**config.mk**
```make
export PLATFORM = sky130hd
export DESIGN_NAME = asram_ctrl
export DESIGN_NICKNAME = d
export VERILOG_FILES = /design/src/rtl/asram_pkg.sv /design/src/rtl/asram_timer.sv /design/src/rtl/asram_fsm.sv /design/src/rtl/asram_rdret.sv /design/src/rtl/asram_ctrl.sv
export SDC_FILE = /design/constraint.sdc
export NUM_CORES = 1
export LEC_CHECK = 0
export BUFFER_PORTS_ARGS = -buffer_cell sky130_fd_sc_hd__buf_4
export CORE_ASPECT_RATIO = 1.25
export CORE_MARGIN = 3
export CORE_UTILIZATION = 45
export CTS_CLUSTER_DIAMETER = 80
export CTS_CLUSTER_SIZE = 8
export DETAILED_ROUTE_END_ITERATION = 6
export PLACE_DENSITY = 0.78
export REMOVE_ABC_BUFFERS = 1
export SLEW_MARGIN = 0
export SYNTH_ARGS = -nofsm -noshare
export SYNTH_HDL_FRONTEND = slang
export SYNTH_SLANG_ARGS = --single-unit
```
**constraint.sdc**
```tcl
create_clock -name clk -period 3.9 [get_ports clk]
set_input_delay 0.195 -clock clk [delete_from_list [all_inputs] [get_ports clk]]
set_output_delay 0.195 -clock clk [all_outputs]
set_load 0.01 [all_outputs]
```
**src/rtl/asram_pkg.sv**
```systemverilog
package asram_pkg;

    localparam int ADDR_W = 15;
    localparam int DATA_W = 16;
    localparam int LANE_W = 8;
    localparam int LANES  = DATA_W / LANE_W;

    typedef enum logic [1:0] {
        PH_IDLE   = 2'd0,
        PH_SETUP  = 2'd1,
        PH_STROBE = 2'd2,
        PH_HOLD   = 2'd3
    } phase_e;

    typedef struct packed {
        logic              write;
        logic [LANES-1:0]  be;
        logic [ADDR_W-1:0] addr;
        logic [DATA_W-1:0] wdata;
    } access_t;

    function automatic logic [DATA_W-1:0] lane_mask(input logic [LANES-1:0] be);
        logic [DATA_W-1:0] m;
        m = '0;
        for (int i = 0; i < LANES; i++) begin
            m[i*LANE_W +: LANE_W] = {LANE_W{be[i]}};
        end
        return m;
    endfunction

endpackage

```
**src/rtl/asram_timer.sv**
```systemverilog
module asram_timer #(
    parameter int CW = 2
) (
    input  logic          clk,
    input  logic          rst,
    input  logic          load,
    input  logic [CW-1:0] load_val,
    output logic          expired
);
    logic [CW-1:0] cnt_q;

    always_ff @(posedge clk) begin
        if (rst) begin
            cnt_q <= '0;
        end else if (load) begin
            cnt_q <= load_val;
        end else if (cnt_q != '0) begin
            cnt_q <= cnt_q - 1'b1;
        end
    end

    assign expired = (cnt_q == '0);
endmodule

```
**src/rtl/asram_fsm.sv**
```systemverilog
module asram_fsm
    import asram_pkg::*;
#(
    parameter int RD_WAIT   = 2,
    parameter int WR_PULSE  = 2,
    parameter int TURN_IDLE = 2
) (
    input  logic   clk,
    input  logic   rst,
    input  logic   start,
    input  logic   is_write,
    output phase_e phase,
    output logic   strobe_last
);
    localparam int MAX_A = (RD_WAIT > WR_PULSE) ? RD_WAIT : WR_PULSE;
    localparam int MAX_C = (MAX_A > TURN_IDLE) ? MAX_A : TURN_IDLE;
    localparam int CW    = (MAX_C < 2) ? 1 : $clog2(MAX_C);
    localparam logic [CW-1:0] RD_LOAD = CW'(RD_WAIT - 1);
    localparam logic [CW-1:0] WR_LOAD = CW'(WR_PULSE - 1);
    localparam logic [CW-1:0] TN_LOAD = CW'(TURN_IDLE - 1);

    phase_e        ph_q, ph_d;
    logic          ld;
    logic [CW-1:0] ld_val;
    logic          expired;

    asram_timer #(.CW(CW)) u_timer (
        .clk      (clk),
        .rst      (rst),
        .load     (ld),
        .load_val (ld_val),
        .expired  (expired)
    );

    always_comb begin
        ph_d   = ph_q;
        ld     = 1'b0;
        ld_val = '0;
        unique case (ph_q)
            PH_IDLE:   if (start) ph_d = PH_SETUP;
            PH_SETUP: begin
                ph_d   = PH_STROBE;
                ld     = 1'b1;
                ld_val = is_write ? WR_LOAD : RD_LOAD;
            end
            PH_STROBE: if (expired) begin
                ph_d   = PH_HOLD;
                ld     = 1'b1;
                ld_val = TN_LOAD;
            end
            PH_HOLD:   if (expired) ph_d = PH_IDLE;
            default:   ph_d = PH_IDLE;
        endcase
    end

    always_ff @(posedge clk) begin
        if (rst) ph_q <= PH_IDLE;
        else     ph_q <= ph_d;
    end

    assign phase       = ph_q;
    assign strobe_last = (ph_q == PH_STROBE) && expired;
endmodule

```
**src/rtl/asram_rdret.sv**
```systemverilog
module asram_rdret
    import asram_pkg::*;
(
    input  logic              clk,
    input  logic              rst,
    input  logic              capture,
    input  logic              zero_rsp,
    input  logic [LANES-1:0]  be,
    input  logic [DATA_W-1:0] dq_in,
    output logic              rsp_valid,
    output logic [DATA_W-1:0] rsp_rdata
);
    logic [DATA_W-1:0] masked;

    assign masked = dq_in & lane_mask(be);

    always_ff @(posedge clk) begin
        if (rst) begin
            rsp_valid <= 1'b0;
            rsp_rdata <= '0;
        end else begin
            rsp_valid <= capture || zero_rsp;
            if (capture)       rsp_rdata <= masked;
            else if (zero_rsp) rsp_rdata <= '0;
        end
    end
endmodule

```
**src/rtl/asram_ctrl.sv**
```systemverilog
module asram_ctrl
    import asram_pkg::*;
#(
    parameter int RD_WAIT   = 2,
    parameter int WR_PULSE  = 2,
    parameter int TURN_IDLE = 2
) (
    input  logic              clk,
    input  logic              rst,
    input  logic              req_valid,
    output logic              req_ready,
    input  logic              req_write,
    input  logic [ADDR_W-1:0] req_addr,
    input  logic [DATA_W-1:0] req_wdata,
    input  logic [LANES-1:0]  req_be,
    output logic              rsp_valid,
    output logic [DATA_W-1:0] rsp_rdata,
    output logic              mem_cs_n,
    output logic              mem_we_n,
    output logic              mem_oe_n,
    output logic              mem_lb_n,
    output logic              mem_ub_n,
    output logic [ADDR_W-1:0] mem_addr,
    output logic [DATA_W-1:0] mem_dq_out,
    output logic              mem_dq_oe,
    input  logic [DATA_W-1:0] mem_dq_in
);
    phase_e           phase;
    access_t          acc_q;
    logic             accept, no_lane, start, zero_rsp, capture;
    logic             strobe_last, active;
    logic [LANES-1:0] lane_n;

    assign req_ready = (phase == PH_IDLE);
    assign accept    = req_valid && req_ready;
    assign no_lane   = (req_be == '0);
    assign start     = accept && !no_lane;
    assign zero_rsp  = accept && no_lane && !req_write;

    always_ff @(posedge clk) begin
        if (rst) begin
            acc_q <= '0;
        end else if (start) begin
            acc_q.write <= req_write;
            acc_q.be    <= req_be;
            acc_q.addr  <= req_addr;
            acc_q.wdata <= req_wdata;
        end
    end

    asram_fsm #(
        .RD_WAIT   (RD_WAIT),
        .WR_PULSE  (WR_PULSE),
        .TURN_IDLE (TURN_IDLE)
    ) u_fsm (
        .clk         (clk),
        .rst         (rst),
        .start       (start),
        .is_write    (acc_q.write),
        .phase       (phase),
        .strobe_last (strobe_last)
    );

    assign capture = strobe_last && !acc_q.write;

    asram_rdret u_rdret (
        .clk       (clk),
        .rst       (rst),
        .capture   (capture),
        .zero_rsp  (zero_rsp),
        .be        (acc_q.be),
        .dq_in     (mem_dq_in),
        .rsp_valid (rsp_valid),
        .rsp_rdata (rsp_rdata)
    );

    assign active = (phase == PH_SETUP) || (phase == PH_STROBE);

    for (genvar g = 0; g < LANES; g++) begin : g_lane
        assign lane_n[g] = !(active && acc_q.be[g]);
    end

    assign mem_cs_n   = !active;
    assign mem_lb_n   = lane_n[0];
    assign mem_ub_n   = lane_n[LANES-1];
    assign mem_we_n   = !((phase == PH_STROBE) && acc_q.write);
    assign mem_oe_n   = !((phase == PH_STROBE) && !acc_q.write);
    assign mem_addr   = acc_q.addr;
    assign mem_dq_out = acc_q.wdata;
    assign mem_dq_oe  = acc_q.write && (phase != PH_IDLE);
endmodule

```
Word-level counts from Yosys, hierarchy flattened
Cells that the tools add are included.
Cells by class
  bitwise operators: 2
  multiply operators: 0
  divide/modulo/power cells: 0
  equality and inequality tests: 6
  order comparisons: 0
  shift-type cells: 0
  add/sub/neg operators: 1
  mux-type cells: 10
  reduce and logical (&&, ||, !) cells: 26
Operator list (number)
  16-bit two-way mux: 2
  16-bit bitwise AND: 1
  1-bit logical AND: 11
  1-bit logical NOT: 8
  2-bit case mux with 4 select lines: 1
  2-bit two-way mux: 3
  2-bit == test, second input constant: 2
  2-bit logical NOT: 2
  2-bit != test, second input constant: 2
  2-bit nonzero test: 2
  1-bit two-way mux: 3
  3-bit AND reduction: 1
  2-bit by 1-bit == test with 1-bit output, second input constant: 1
  1-bit logical OR: 2
  2-bit by 1-bit != test with 1-bit output, second input constant: 1
  1-bit case mux with 2 select lines: 1
  1-bit inverter: 1
  1-bit subtractor, second input constant: 1
Word-level totals
  output and inout bits: 55
  word-level logic and storage cells: 53
  bits in latches: 0
  memory bits (writable): 0
  flip-flop bits (word level): 54
  ROM bits: 0
  memories: 0
  input bits: 53

Logic depth before layout (Yosys ltp)
  word-level depth: 6
  mapped depth: 7

Modules after synthesis
From an unflattened synthesis, not the netlist that was laid out.
Second synthesis, totals
  cell total of the unflattened synthesis: 289
  area, all modules: 2776.4 sq um
By module, submodules not included
  asram_ctrl: area an instance 1863.0 sq um, sequential area each 680.7 sq um, instances 1, cells each 193
  asram_rdret: area an instance 685.7 sq um, sequential area each 340.3 sq um, instances 1, cells each 75
  asram_fsm: area an instance 195.2 sq um, sequential area each 40.0 sq um, instances 1, cells each 18
  asram_timer: area an instance 32.5 sq um, sequential area each 20.0 sq um, instances 1, cells each 3

Worst setup path before layout
No wires, ideal clock.
  kind: register to register
  from: reg u_fsm.ph_q[0], in the netlist u_fsm.phase[0]
  to: reg u_rdret.rsp_rdata[10]
  setup slack: 2.339 ns
  library setup time: 0.136 ns
  data required time: 3.764 ns
  arrival time: 1.425 ns
  cell stages (with the launch flop): 8
  cells stage by stage: dfxtp_1 -> inv_1 -> ha_1 -> nand4bb_1 -> buf_2 -> clkbuf_4 -> o211ai_2 -> a21oi_2
On the way
  cells in the longest elaborated chain, start to end: 5
RTL lines
  start, declared: RTL line asram_fsm.sv:22  | phase_e ph_q, ph_d;
  start signal, assigned: RTL line asram_fsm.sv:58  | else ph_q <= ph_d;
  2-bit logical NOT: RTL line asram_ctrl.sv:34  | assign req_ready = (phase == PH_IDLE);
  net req_ready: RTL line asram_ctrl.sv:11  | output logic req_ready,
  1-bit logical AND: RTL line asram_ctrl.sv:35  | assign accept = req_valid && req_ready;
  1-bit logical AND (2 in series): RTL line asram_ctrl.sv:38  | assign zero_rsp = accept && no_lane && !req_write;
  2-bit nonzero test (no source line)
  end signal, assigned: RTL line asram_rdret.sv:23  | if (capture) rsp_rdata <= masked;
  end, declared: RTL line asram_rdret.sv:11  | output logic [DATA_W-1:0] rsp_rdata
The timed path passes the listed nets, and every way through them passes these cells.
A chain may end at the register's enable or synchronous reset.

Worst setup path in the final report
  from: reg u_fsm.ph_q[0], in the netlist u_fsm.phase[0]
  to: reg u_rdret.rsp_rdata[3]
On the way
  cells in the longest elaborated chain, start to end: 5
RTL lines (RTL line)
  2-bit logical NOT: asram_ctrl.sv:34
  1-bit logical AND: asram_ctrl.sv:35
  1-bit logical AND (2 in series): asram_ctrl.sv:38
  2-bit nonzero test (no source line)
Parallel ways exist; a longest one is shown, timed or not.

==> impl_summary.md <==
Global routing
The first global-routing pass estimated approximately 9000 um of wire. The number of antenna violations at the first check in global routing is 0. For this run the aggregate overflow at the end of global routing stands at 0. For this run, the total global-route usage over all layers was measured as 0.175. Entering global routing, the biggest net connects 56 pins. The number of global-route vias before repair was roughly 2,000.

Drt
In this run the remaining antenna-violating nets after routing total 0. The total wirelength of the detailed-routed design is 5390 um. The detailed-route vias per instance is 5.02.

The routed layout has 2,075 vias. The number of search-and-repair iterations in the first detailed-routing pass is 4. The number of DRC markers in iteration 0 is 81. The post-route DRC violation count is 0. The routed length per placed instance is 13.1 um.

Worst setup path
The setup path with the least slack is of type flop to flop. The critical path goes through inv_1, ha_1, nand4bb_1, o211ai_1, a21oi_1. In this run the register-to-register setup slack is 1640 ps. On the critical path, the stage with the largest delay is an instance of sky130_fd_sc_hd__nand4bb_1. The number of buffers and inverters on the critical path is 1. The arrival time at the worst endpoint is 2430 ps. Data on the critical path is required at its endpoint by 4070 ps. In this run the number of cells on the critical path is 5. The startpoint kind of the worst setup timing path is a flop.

STA classifies the critical path endpoint as a flop. The path depth of the worst reg2reg path is 5. The largest fanout of any net on the critical path is 17. The kind of cell with the highest combined delay on the critical path is simple AND/OR/NAND/NOR gates. The largest incremental delay on the critical path is 760 ps.

Final layout
The count of antenna diodes in the layout is 0. Excluding fillers, the count of instances in the completed layout stands at 413. Of the cells placed in the final design, the portion with a size suffix greater than 1 is 0.393.

The synthesis-to-finish area growth is 26.3%. In the final design database the tool counted 408 nets.

Clock network
The clock network latency to the later pin of the worst-skew pair is 310 ps. In this run, post-CTS repair resized a total of 0 instances. Hold repair after CTS inserted 0 buffers. Clock tree synthesis found a total of 54 sinks. Buffers added to address setup during post-CTS repair amount to 0. The CTS H-tree depth is 2.

The clock-pin slew reported for the worst setup and hold paths after clock tree synthesis is around 100 ps. TritonCTS built the clock tree. The longest clock path from root to sink contains 2 buffers.

The number of clock buffers inserted by TritonCTS is 5. The clock root buffer is sky130_fd_sc_hd__clkbuf_8.

Synthesis
Of the post-synthesis cell area, the dominant cell type holds 0.438. The average cell area after synthesis is 8.61 um2. The total number of yosys warnings is 0. The number of enable-type register cells in the synthesized netlist is 0. The mapped netlist covers approximately 2500 um2.

After synthesis, the share of flip-flops with an asynchronous set or reset is 0. The synthesized instance count is 287. In the synthesized netlist the dominant register cell turns out to be sky130_fd_sc_hd__dfxtp_1. The synthesized netlist contains 27 unique library cells. For this run, the register share of the synthesized area comes to 0.438.

The dominant cell type by area after synthesis is sky130_fd_sc_hd__dfxtp_1. The post-synthesis register bit count is 54. By count the netlist is led by sky130_fd_sc_hd__nand2_1, sky130_fd_sc_hd__dfxtp_1, sky130_fd_sc_hd__a21oi_1, sky130_fd_sc_hd__buf_4, sky130_fd_sc_hd__nand3_1. Yosys attributes the largest share of cell area to sky130_fd_sc_hd__dfxtp_1, sky130_fd_sc_hd__nand2_1, sky130_fd_sc_hd__buf_4.

The cell with the most instances after synthesis is sky130_fd_sc_hd__nand2_1.

Floorplanning
The initial standard-cell utilization of the core is 0.476. The area enclosed by the die boundary is 6420 um2. The region available for standard cell placement spans 5190 um2. From left edge to right edge, the die measures roughly 72 um. The floorplan step set the die height to 88.8 um. The initialized floorplan defines 29 standard-cell rows. During I/O placement, the number of pins put on the boundary was 108.

STA
For the final database, setup skew stands at around 5.7 ps. For the final routed database, the setup TNS stands at 0 ps. The transition time at the pin with the least slew margin is 964 ps. The final setup slack of the worst path is approximately 1600 ps. The setup violation total in the final timing report is 0. Setup repair after global routing left no endpoint under its margin. The max-slew headroom at the worst pin is 0.357. The max-slew violation total from the final report is 0. Timing would allow up to ~0.44 GHz. The ratio of final minimum period to clock period is 0.578. The minimum clock period is 2260 ps.

The final hold violation count is 0.

Power and ir drop
The power share of the combinational group is 0.333. Power spread over the standard cell area amounts to 505 nW/um2. The analysis attributes to cell leakage a power of 1.30 nW. The design internal power is 0.00104 W. The maximum vdd drop is 0.320 mV. The total power is roughly 0.0016 W. Of the total power, the share spent switching nets is 0.339. Of the total power, the clock network draws 0.240. Of the total power, registers draw 0.428. The net switching power is 0.000534 W.

Placed design
The total instance count after detailed placement is 405. The HPWL after detailed placement is between 3000 and 4000 um. During placement, the flow inserted port buffers numbering 107. The pre-CTS setup slack is 1620 ps. Routability-driven placement finished with a final weighted congestion of 0.690.

Min path
In this run the worst hold path is classified as input pin to flop. The cell depth of the worst hold path is 3.

Run status
The flow ran to the end, and the final reports show no timing, DRC or antenna violations.

Run
The tool flagged a number of max-cap violations equal to 0.
metal layers:
metal  part of all wire  up-vias  track usage
met3              0.095        7       0.0625
met2               0.49       80        0.317
met4              0.011        0       0.0513
met5                  0        -            0
li1                   -     1053            -
met1               0.40      935        0.189
state kept, by name, summed over array words and instances (netlist names):
| register | flops |
|---|---|
| mem_dq_out | 16 |
| u_fsm.phase | 2 |
| u_fsm.u_timer.cnt_q | 1 |
| u_rdret.rsp_rdata | 16 |
| u_rdret.rsp_valid | 1 |
| mem_addr | 15 |
| acc_q | 3 |
path summary, 6_finish.rpt:
path,to,start
hold / removal,mem_addr[12],req_addr[12]
setup reg to reg,u_rdret.rsp_rdata[3],u_fsm.phase[0]
setup / recovery,u_rdret.rsp_rdata[3],u_fsm.phase[0]
hold reg to reg,mem_dq_out[6],mem_dq_out[6]
layout by cell type, fill, tap and decap left out, types with 2 or more instances in the layout:
cell type and count:
sky130_fd_sc_hd__buf_4 108, sky130_fd_sc_hd__nand2_1 69, sky130_fd_sc_hd__dfxtp_1 54, sky130_fd_sc_hd__a21oi_1 42, sky130_fd_sc_hd__nand3_1 18, sky130_fd_sc_hd__o211ai_2 11
sky130_fd_sc_hd__a21oi_2 10, sky130_fd_sc_hd__o211ai_1 6, sky130_fd_sc_hd__ha_1 5, sky130_fd_sc_hd__clkbuf_8 5, sky130_fd_sc_hd__inv_1 4, sky130_fd_sc_hd__nand2b_1 3
sky130_fd_sc_hd__nor2b_1 2, sky130_fd_sc_hd__mux2i_1 2
power by group through the flow:
stage               Sequential (W)  Combinational (W)  Clock (W)
CTS                       0.000675           0.000535   0.000391
detailed placement        0.000688           0.000535          0
global placement          0.000683           0.000524          0
global route              0.000687           0.000586   0.000415
finish                    0.000674           0.000524   0.000377
floorplan                 0.000704           0.000262          0
cells by family (layout without fill, tap and decap cells):
group,after synthesis,after routing,share of synthesized area
and+or+nand+nor,97,97,0.174
AOI/OAI and AO/OA,73,73,0.207
buffers and inverters,56,120,0.148
DFF,54,54,0.438
adders and majority gates,5,5,0.0253
muxes,2,2,0.00811
layout make-up:
cell class                      count  area [um2]
Sequential cell                    54        1080
Clock buffer                        5        68.8
Fill cell                         469        2070
Clock inverter                      3        43.8
Inverter                            4        15.0
Tap cell                           62        77.6
Timing Repair Buffer              108         811
Multi-Input combinational cell    177        1020
worst min-delay path, stage by stage:
cell	delay (ps)
sky130_fd_sc_hd__buf_4	100
sky130_fd_sc_hd__nand2_1	40
sky130_fd_sc_hd__a21oi_1	50
metrics by stage:
stage | utilization | area, um2 | hold slack, ps
detailed placement | 0.580 | 3010 | 447
floorplan | - | 2120 | 257
global placement | 0.580 | 3010 | 442
CTS | 0.601 | 3120 | 117
finish | 0.601 | 3120 | 124
global route | 0.601 | 3120 | 105
No activity file was read; power rests on OpenSTA's default activity.
